**config.mk**
```make
export PLATFORM = sky130hd
export DESIGN_NAME = async_frame_tx
export DESIGN_NICKNAME = d
export VERILOG_FILES = /design/src/rtl/frmtx_pkg.sv /design/src/rtl/frmtx_hold.sv /design/src/rtl/frmtx_bit_timer.sv /design/src/rtl/frmtx_seq.sv /design/src/rtl/async_frame_tx.sv
export SDC_FILE = /design/constraint.sdc
export NUM_CORES = 1
export LEC_CHECK = 0
export BUFFER_PORTS_ARGS = -buffer_cell sky130_fd_sc_hd__buf_2
export CAP_MARGIN = 20
export CORE_ASPECT_RATIO = 1.4
export CORE_MARGIN = 3
export CORE_UTILIZATION = 30
export DETAILED_ROUTE_END_ITERATION = 8
export GPL_TIMING_DRIVEN = 0
export MAX_ROUTING_LAYER = met4
export SLEW_MARGIN = 30
export SYNTH_ARGS = -nofsm -noshare
export SYNTH_HDL_FRONTEND = slang
export SYNTH_SLANG_ARGS = --single-unit
```
**constraint.sdc**
```tcl
create_clock -name clk -period 3.61 [get_ports clk]
set_input_delay 0.1805 -clock clk [delete_from_list [all_inputs] [get_ports clk]]
set_output_delay 0.1805 -clock clk [all_outputs]
set_load 0.02 [all_outputs]
```
**src/rtl/frmtx_pkg.sv**
```systemverilog
package frmtx_pkg;
  localparam int DATA_W = 8;
  localparam int MODE_W = 8;
  localparam int CNT_W  = 8;
  localparam int IDX_W  = $clog2(DATA_W);

  typedef enum logic [2:0] {
    PH_IDLE, PH_START, PH_DATA, PH_PAR, PH_STOP
  } tx_phase_e;

  // ticks per bit period; zero marks an unsupported setting
  function automatic logic [CNT_W-1:0] fmt_factor(input logic [1:0] sel);
    case (sel)
      2'b01:   return CNT_W'(1);
      2'b10:   return CNT_W'(16);
      2'b11:   return CNT_W'(64);
      default: return '0;
    endcase
  endfunction

  // length of the stop interval in ticks
  function automatic logic [CNT_W-1:0] fmt_stop_ticks(input logic [MODE_W-1:0] m);
    logic [CNT_W-1:0] f;
    f = fmt_factor(m[1:0]);
    case (m[7:6])
      2'b01:   return f;
      2'b10:   return (f == CNT_W'(1)) ? CNT_W'(2) : f + (f >> 1);
      2'b11:   return f << 1;
      default: return '0;
    endcase
  endfunction

  // index of the last data bit (4..7)
  function automatic logic [IDX_W-1:0] fmt_last_idx(input logic [MODE_W-1:0] m);
    return IDX_W'(4) + IDX_W'(m[3:2]);
  endfunction

  function automatic logic fmt_valid(input logic [MODE_W-1:0] m);
    return (m[1:0] != 2'b00) && (m[7:6] != 2'b00);
  endfunction

  function automatic logic fmt_parity(input logic [DATA_W-1:0] d,
                                      input logic [MODE_W-1:0] m);
    logic p;
    p = 1'b0;
    for (int i = 0; i < DATA_W; i++)
      if (IDX_W'(i) <= fmt_last_idx(m)) p = p ^ d[i];
    return m[5] ? p : ~p;
  endfunction
endpackage

```
**src/rtl/frmtx_hold.sv**
```systemverilog
module frmtx_hold #(
  parameter int W = 8
) (
  input  logic         clk,
  input  logic         rst_n,
  input  logic         wr_i,
  input  logic [W-1:0] data_i,
  input  logic         take_i,
  output logic         full_o,
  output logic [W-1:0] data_o
);
  logic         full_q;
  logic [W-1:0] data_q;
  logic         wr_accept;

  assign wr_accept = wr_i && !full_q;

  always_ff @(posedge clk) begin
    if (!rst_n) begin
      full_q <= 1'b0;
      data_q <= '0;
    end else if (wr_accept) begin
      full_q <= 1'b1;
      data_q <= data_i;
    end else if (take_i) begin
      full_q <= 1'b0;
    end
  end

  assign full_o = full_q;
  assign data_o = data_q;


  hold_fill_chk: assert property (@(posedge clk) disable iff (!rst_n)
    wr_accept |=> full_o);


  hold_keep_chk: assert property (@(posedge clk) disable iff (!rst_n)
    (wr_i && full_o && !take_i) |=> $stable(data_o));
endmodule

```
**src/rtl/frmtx_bit_timer.sv**
```systemverilog
module frmtx_bit_timer #(
  parameter int CW = 8
) (
  input  logic          clk,
  input  logic          rst_n,
  input  logic          run_i,
  input  logic          restart_i,
  input  logic          tick_i,
  input  logic [CW-1:0] limit_i,
  output logic          done_o
);
  logic [CW-1:0] cnt_q;

  assign done_o = run_i && tick_i && (cnt_q == limit_i - CW'(1));

  always_ff @(posedge clk) begin
    if (!rst_n)                 cnt_q <= '0;
    else if (restart_i || done_o) cnt_q <= '0;
    else if (run_i && tick_i)   cnt_q <= cnt_q + CW'(1);
  end


  cnt_range_chk: assert property (@(posedge clk) disable iff (!rst_n)
    (run_i && !restart_i) |-> (cnt_q < limit_i));
endmodule

```
**src/rtl/frmtx_seq.sv**
```systemverilog
module frmtx_seq
  import frmtx_pkg::*;
(
  input  logic              clk,
  input  logic              rst_n,
  input  logic [MODE_W-1:0] mode_i,
  input  logic              txen_i,
  input  logic              hold_full_i,
  input  logic [DATA_W-1:0] hold_data_i,
  input  logic              bit_done_i,
  output logic              take_o,
  output logic              run_o,
  output logic [CNT_W-1:0]  limit_o,
  output logic              line_o
);
  localparam logic [MODE_W-1:0] CFG_RST = 8'h4D;

  tx_phase_e         ph_q;
  logic [MODE_W-1:0] cfg_q;
  logic [DATA_W-1:0] sh_q;
  logic [IDX_W-1:0]  idx_q;
  logic              par_q;
  logic              line_q;
  logic              stop_end;
  logic              can_load;

  assign stop_end = (ph_q == PH_STOP) && bit_done_i;
  assign can_load = (ph_q == PH_IDLE) || stop_end;
  assign take_o   = can_load && hold_full_i && txen_i && fmt_valid(mode_i);

  always_ff @(posedge clk) begin
    if (!rst_n) begin
      ph_q   <= PH_IDLE;
      cfg_q  <= CFG_RST;
      sh_q   <= '0;
      idx_q  <= '0;
      par_q  <= 1'b0;
      line_q <= 1'b1;
    end else if (take_o) begin
      ph_q   <= PH_START;
      cfg_q  <= mode_i;
      sh_q   <= hold_data_i;
      idx_q  <= '0;
      par_q  <= fmt_parity(hold_data_i, mode_i);
      line_q <= 1'b0;
    end else if (bit_done_i) begin
      case (ph_q)
        PH_START: begin
          ph_q   <= PH_DATA;
          idx_q  <= '0;
          line_q <= sh_q[0];
        end
        PH_DATA: begin
          if (idx_q == fmt_last_idx(cfg_q)) begin
            if (cfg_q[4]) begin
              ph_q   <= PH_PAR;
              line_q <= par_q;
            end else begin
              ph_q   <= PH_STOP;
              line_q <= 1'b1;
            end
          end else begin
            idx_q  <= idx_q + IDX_W'(1);
            sh_q   <= sh_q >> 1;
            line_q <= sh_q[1];
          end
        end
        PH_PAR: begin
          ph_q   <= PH_STOP;
          line_q <= 1'b1;
        end
        default: begin
          ph_q   <= PH_IDLE;
          line_q <= 1'b1;
        end
      endcase
    end
  end

  assign run_o   = (ph_q != PH_IDLE);
  assign limit_o = (ph_q == PH_STOP) ? fmt_stop_ticks(cfg_q) : fmt_factor(cfg_q[1:0]);
  assign line_o  = line_q;


  txen_gate_chk: assert property (@(posedge clk) disable iff (!rst_n)
    !txen_i |-> !take_o);


  fmt_gate_chk: assert property (@(posedge clk) disable iff (!rst_n)
    !fmt_valid(mode_i) |-> !take_o);


  cfg_hold_chk: assert property (@(posedge clk) disable iff (!rst_n)
    (run_o && !stop_end) |=> $stable(cfg_q));
endmodule

```
**src/rtl/async_frame_tx.sv**
```systemverilog
module async_frame_tx
  import frmtx_pkg::*;
(
  input  logic              clk,
  input  logic              rst_n,
  input  logic              bit_tick_i,
  input  logic [MODE_W-1:0] mode_i,
  input  logic              txen_i,
  input  logic              brk_i,
  input  logic              wr_i,
  input  logic [DATA_W-1:0] wdata_i,
  output logic              txd_o,
  output logic              tx_rdy_o,
  output logic              tx_empty_o
);
  logic              hold_full;
  logic [DATA_W-1:0] hold_data;
  logic              shift_take;
  logic              shift_run;
  logic              bit_done;
  logic [CNT_W-1:0]  bit_limit;
  logic              line;

  frmtx_hold #(.W(DATA_W)) u_hold (
    .clk    (clk),
    .rst_n  (rst_n),
    .wr_i   (wr_i),
    .data_i (wdata_i),
    .take_i (shift_take),
    .full_o (hold_full),
    .data_o (hold_data)
  );

  frmtx_bit_timer #(.CW(CNT_W)) u_timer (
    .clk       (clk),
    .rst_n     (rst_n),
    .run_i     (shift_run),
    .restart_i (shift_take),
    .tick_i    (bit_tick_i),
    .limit_i   (bit_limit),
    .done_o    (bit_done)
  );

  frmtx_seq u_seq (
    .clk         (clk),
    .rst_n       (rst_n),
    .mode_i      (mode_i),
    .txen_i      (txen_i),
    .hold_full_i (hold_full),
    .hold_data_i (hold_data),
    .bit_done_i  (bit_done),
    .take_o      (shift_take),
    .run_o       (shift_run),
    .limit_o     (bit_limit),
    .line_o      (line)
  );

  assign txd_o      = line && !brk_i;
  assign tx_rdy_o   = !hold_full;
  assign tx_empty_o = !hold_full && !shift_run;


  brk_low_chk: assert property (@(posedge clk) disable iff (!rst_n)
    brk_i |-> !txd_o);


  empty_rdy_chk: assert property (@(posedge clk) disable iff (!rst_n)
    tx_empty_o |-> tx_rdy_o);


  take_full_chk: assert property (@(posedge clk) disable iff (!rst_n)
    shift_take |=> tx_rdy_o);
endmodule

```
==> flow_summary.json, run 1 <==
{
  "multi_input_area_um2": 1310,
  "setup_tns_ns": 0,
  "ctsHoldBuffers": 0,
  "initial_core_util_pct": 31.3,
  "coreArea_um2": 7030,
  "ioPinCount": 25,
  "ant_nets": 0,
  "drive_above_1_share_pct": 16.4,
  "viasPerCell": 4.83,
  "cpMostUsedCell": "buf_2",
  "critical_path.max_stage_delay_ns": 0.58,
  "clk_pin_slew_ns": 0.08,
  "grtUsageTotal_pct": 12.7,
  "overflow": 0,
  "final_area_um2": 2560,
  "status": "finished clean",
  "cap_viol_max_count": 0,
  "synth_area_leaders": "dfxtp_1 36%, nand2_1 7.3%, xnor2_1 5.2%",
  "clock_skew_ns": 0.0106,
  "fin_nets": 318,
  "post-route-util_pct": 36.4,
  "antenna_found_initial": 0,
  "ys_ff_latch": 40,
  "synth_top_area_share_pct": 36.4,
  "fillCellCount": 780,
  "drc": 0,
  "die_height_um": 107,
  "relSlewSlack_pct": 53.4,
  "vias": 1875,
  "die_w_um": 78.4,
  "endpoint_kind": "flip-flop",
  "cp.arrival_ns": 3.58,
  "clk_latency_ns": 0.30,
  "routedWlPerCell_um": 12.3,
  "synth_cell_types": 47,
  "clockRootBuffer": "clkbuf_8",
  "worst_setup_path_start_kind": "flip-flop",
  "slowest_stage": "nor4b_1",
  "path_cells": "buf_2 -> nor4b_1 -> nand3_1 -> ha_1 -> xor2_1 -> a2111oi_2 -> a41o_1 -> o2111ai_2 -> a2111o_1 -> buf_2 -> o21ai_1 -> a21oi_1",
  "fin_crit_sh_pct": 94.4,
  "drtIter0Drc": 29,
  "finalPower_mw": 0.958,
  "htree_levels": 2,
  "clock_sinks": 40,
  "ys.flop_type": "dfxtp_1",
  "grt_max_degree": 14,
  "drt_wl_total_mm": 4.77,
  "setup_viol": 0,
  "clk_path_buf_depth": 2,
  "synth_warnings": 0,
  "power_leakage_nw": 0.945,
  "rsz0062_at_grt": "no",
  "antennaDiodeCount": 0,
  "register_area_um2": 801,
  "cp_max_fo": 10,
  "place_inst": 380,
  "grt_pass1_wl_mm": 8.44,
  "placed_area_um2": 2440,
  "tritoncts": "built",
  "period_needed_ns": 3.41,
  "die_area_um2": 8420,
  "globalplace.congestion": 0.806,
  "worst-path-buf-inv": 2,
  "irDropWorstVdd_mv": 0.237,
  "hold_viol_final": 0,
  "fin_ws_ns": 0.203,
  "hold_slack_ns": 0.119,
  "holdCritPathClass": "in2reg",
  "first_pass_iters": 4,
  "post-place-ws_ns": 0.199,
  "instances_no_fill": 388,
  "numCtsBuffers": 5,
  "powerDensity_nw_per_um2": 374,
  "worst_path_dominant_cell_family": "compound AO/OA/AOI/OAI gates",
  "hpwl_mm": 3.71,
  "synth_edf_count": 0,
  "yosys.area.top_type": "dfxtp_1",
  "maxSlewViolCount": 0,
  "seq_area_frac_synth_pct": 36.4,
  "synth.net_count": 288,
  "required_ns": 3.79,
  "cts_setup_buffers": 0,
  "synth_area_um2": 2200,
  "syn_area_per_cell_um2": 8.41,
  "io_buffers": 23,
  "grt_pass1_vias": 1838,
  "std_cell_rows": 36,
  "synth_cells": 262,
  "async_flop_share_pct": 0,
  "tightest_slew_ns": 0.695,
  "worstSetupPathType": "reg2reg",
  "max_freq_ghz": 0.294,
  "area_growth_pct": 16.1
}
-- worst reg2reg max path, stage by stage (launching register included) --
cell	delay, ns
dfxtp_1	0.35
buf_2	0.19
nor4b_1	0.59
nand3_1	0.16
ha_1	0.22
xor2_1	0.19
a2111oi_2	0.30
a41o_1	0.17
o2111ai_2	0.20
a2111o_1	0.51
buf_2	0.24
o21ai_1	0.15
a21oi_1	0.05
-- layer usage --
metal,global-route usage (%),share of wire (%),vias to the layer above
met2,23.0,53,24
li1,-,-,972
met3,2.76,3.0,7
met4,3.75,1.3,0
met5,-,0,-
met1,13.8,42,872
-- report_power, final --
part	total [mW]	switching [mW]	leakage (nW)	internal, mW
registers	0.468	0.0117	0.325	0.457
logic	0.121	0.0656	0.566	0.0552
clock network	0.368	0.164	0.0541	0.205
-- kinds of logic after synthesis --
logic type / synth area share [%]
AO/OA/AOI/OAI: 18.2
XOR/XNOR: 8.75
adder cells (fa/ha/maj): 2.27
buffers and inverters: 4.66
flip-flops: 36.4
multiplexers: 4.15
AND/OR/NAND/NOR: 25.6
-- synthesized netlist by cell type, drive strengths merged (2+ instances only) --
cell type,instances
nand2,43
dfxtp,40
a21boi,15
a21oi,15
nor2,15
xnor2,13
o21ai,12
buf,9
nand2b,9
nand3,9
xor2,9
clkbuf,8
mux2i,8
inv,5
ha,4
nor2b,4
a2111oi,3
and2,3
and3,3
nand4,3
nor4bb,3
o22ai,3
or3,3
nand3b,2
o211a,2
o211ai,2
or4b,2
-- sequential cells by signal, indices dropped and copies added (netlist names) --
register / flops
u_hold.full_o: 1
u_seq.ph_q: 3
u_timer.cnt_q: 8
u_seq.idx_q: 3
u_seq.cfg_q: 7
u_seq.line_o: 1
u_seq.par_q: 1
u_seq.sh_q: 8
u_hold.data_o: 8
-- layout by cell type, fill, tap and decap left out, types with 7 or more instances in the layout --
cell	netlist	routed
a21boi_0	8	8
nand3_1	9	9
mux2i_1	8	8
o21ai_1	7	7
nand2b_1	9	9
nand2_1	43	43
a21boi_1	7	7
xnor2_1	13	13
xor2_1	9	9
clkbuf_1	8	8
nor2_1	15	15
dfxtp_1	40	40
buf_2	7	30
a21oi_1	15	14
-- final cells by class --
class	instances	share of cell area [%]
plain buffers	17	3.28
clock buffers	5	2.69
clock inverters	3	1.66
inverters	5	0.734
multi-input cells	200	51.2
flip-flops and latches	40	31.3
well taps	95	4.65
repair buffers	23	4.50
-- final timing paths --
check | from | end | slack, ns | depth (start not counted)
max | u_seq.ph_q[0] | u_seq.sh_q[0] | 0.20 | 12
min | mode_i[0] | u_seq.cfg_q[0] | 0.12 | 3
max reg2reg | u_seq.ph_q[0] | u_seq.sh_q[0] | 0.20 | 12
min reg2reg | u_seq.par_q | u_seq.par_q | 0.45 | 2
-- what timing repair did --
item                                   4_1_cts  5_1_grt
endpoints found under the hold margin        0        0
setup endpoints to repair                    0       24
resized for setup                            0        3
Power figures use the tool's default switching activity.
==> inputs of run 2 (changes only) <==
--- a/config.mk
+++ b/config.mk
@@ -13,6 +13,7 @@
 export DETAILED_ROUTE_END_ITERATION = 8
 export GPL_TIMING_DRIVEN = 0
 export MAX_ROUTING_LAYER = met4
+export REMOVE_ABC_BUFFERS = 1
 export SLEW_MARGIN = 30
 export SYNTH_ARGS = -nofsm -noshare
 export SYNTH_HDL_FRONTEND = slang
==> run 2 against run 1 <==
  * Critical path depth decreased by 1
  * Total power increased by 0.14%
  * Clock skew decreased by 0.0066 ns
  * Clock power about the same
  * Cell area increased by 1.5%
  * Setup slack improved by 0.0082 ns
  * Fmax increased by 0.24%
  * Combinational power decreased by 4%
  * Die area unchanged
==> flow_summary.json, run 2 (synthesized netlist as in run 1, its figures left out) <==
{
  "status": "finished clean",
  "grt_pass1_wl_mm": 8.54,
  "ioPinCount": 25,
  "cp_max_fo": 14,
  "relSlewSlack_pct": 42.4,
  "grtUsageTotal_pct": 12.9,
  "grt_max_degree": 30,
  "cp.arrival_ns": 3.58,
  "cap_viol_max_count": 0,
  "die_height_um": 107,
  "drt_wl_total_mm": 4.78,
  "cpMostUsedCell": "ha_1",
  "drive_above_1_share_pct": 17.5,
  "fin_nets": 311,
  "clock_skew_ns": 0.00400,
  "tritoncts": "built",
  "power_frac_seq_pct": 49.5,
  "hpwl_mm": 3.23,
  "io_buffers": 24,
  "die_area_um2": 8420,
  "place_inst": 364,
  "globalplace.congestion": 0.751,
  "final_cell_mix": "43 x nand2_1, 37 x dfxtp_1, 24 x buf_2",
  "first_pass_iters": 4,
  "maxSlewViolCount": 0,
  "p_sw_mw": 0.242,
  "setup_viol": 0,
  "grt_pass1_vias": 1800,
  "layout_commonest_cell": "nand2_1",
  "path_cells": "nor3b_4 -> nand3_1 -> ha_1 -> ha_1 -> xor2_1 -> a2111oi_1 -> a41o_1 -> o2111ai_4 -> a2111o_2 -> nand2_1 -> a211oi_1",
  "p_clk_share_pct": 38.4,
  "clockRootBuffer": "clkbuf_8",
  "initial_core_util_pct": 31.3,
  "ctsHoldBuffers": 0,
  "viasPerCell": 4.87,
  "max_freq_ghz": 0.294,
  "worst_setup_path_start_kind": "flip-flop",
  "clk_path_buf_depth": 2,
  "period_needed_ns": 3.40,
  "overflow": 0,
  "worstSetupPathType": "reg2reg",
  "antennaDiodeCount": 0,
  "routedWlPerCell_um": 12.5,
  "critical_path.max_stage_delay_ns": 0.64,
  "clock_sinks": 40,
  "p_sw_share_pct": 25.3,
  "vias": 1854,
  "drc": 0,
  "hold_viol_final": 0,
  "ant_nets": 0,
  "holdCritPathClass": "in2reg",
  "htree_levels": 2,
  "p_int_mw": 0.717,
  "p_comb_share_pct": 12.1,
  "power_leakage_nw": 0.940,
  "slowest_stage": "a2111o_2",
  "irDropWorstVdd_mv": 0.172,
  "area_growth_pct": 17.9,
  "numCtsBuffers": 5,
  "endpoint_kind": "flip-flop",
  "coreArea_um2": 7030,
  "powerDensity_nw_per_um2": 369,
  "drtIter0Drc": 44,
  "antenna_found_initial": 0,
  "clk_pin_slew_ns": 0.08,
  "required_ns": 3.79,
  "die_w_um": 78.4,
  "instances_no_fill": 381,
  "tightest_slew_ns": 0.854,
  "setup_tns_ns": 0,
  "std_cell_rows": 36,
  "fin_crit_sh_pct": 94.1,
  "clk_latency_ns": 0.29,
  "fillCellCount": 762
}
==> run 2: cell types whose count changed in the layout (fill, tap and decap cells not counted), moves of 2 or more <==
cell	before	now
a2111oi_2	3	1
buf_2	30	24
buf_4	1	6
clkbuf_1	8	0
dfxtp_1	40	37
dfxtp_2	0	3
==> run 2: layer usage <==
metal / up-vias / routed length (um) / track usage [%]
met5: - / 0 / -
met4: 0 / 35 / 3.50
met3: 2 / 142 / 2.76
met2: 29 / 2450 / 22.2
met1: 855 / 2150 / 15.1
li1: 968 / - / -
==> run 2: cell type report <==
class	count	area, um^2	share of cell area (%)
clock buffer	5	68.8	2.65
clock inverter	3	42.5	1.64
inverter	5	18.8	0.723
multi-input combinational	202	1360	52.3
sequential	40	805	31.0
tap	95	119	4.58
timing repair buffer	31	185	7.13
==> run 2: worst max-delay path, delay by kind of cell (launching register included) <==
| family | cells | cell delay [ns] |
|---|---|---|
| simple gates | 3 | 0.68 |
| flops | 1 | 0.50 |
| xor+xnor | 1 | 0.18 |
| fa+ha+maj | 2 | 0.44 |
| compound gates | 5 | 1.47 |
==> run 2: path summary, 6_finish.rpt <==
check	startpoint	to	slack, ns	cells past startpoint
min reg2reg	u_seq.par_q	u_seq.par_q	0.45	2
max	u_seq.ph_q[2]	u_seq.idx_q[0]	0.21	11
max reg2reg	u_seq.ph_q[2]	u_seq.idx_q[0]	0.21	11
min	mode_i[0]	u_seq.cfg_q[0]	0.11	3
==> run 2: per-stage QoR <==
stage	total power [mW]	hold WS, ns	util, %	cell area, um^2	worst slack (ns)
2_1_floorplan	0.556	0.252	-	2120	0.202
3_3_place_gp	0.592	0.409	33.5	2360	-0.496
3_5_place_dp	0.595	0.416	33.7	2370	-0.491
4_1_cts	0.972	0.102	36.4	2560	0.132
5_1_grt	1.01	0.130	36.9	2600	-0.0155
6_report	0.959	0.112	36.9	2600	0.211
==> run 2: power by group through the flow <==
stage	Clock [mW]	Combinational, mW	Sequential [mW]
5_1_grt	0.403	0.133	0.478
2_1_floorplan	0	0.0772	0.479
6_report	0.368	0.116	0.475
4_1_cts	0.382	0.116	0.474
3_5_place_dp	0	0.110	0.484
3_3_place_gp	0	0.109	0.484
==> run 2: what timing repair did <==
action,CTS,global route
setup endpoints to repair,24,23
gates cloned,2,0
buffers inserted,3,4
resized for setup,6,2
pin swaps,3,2
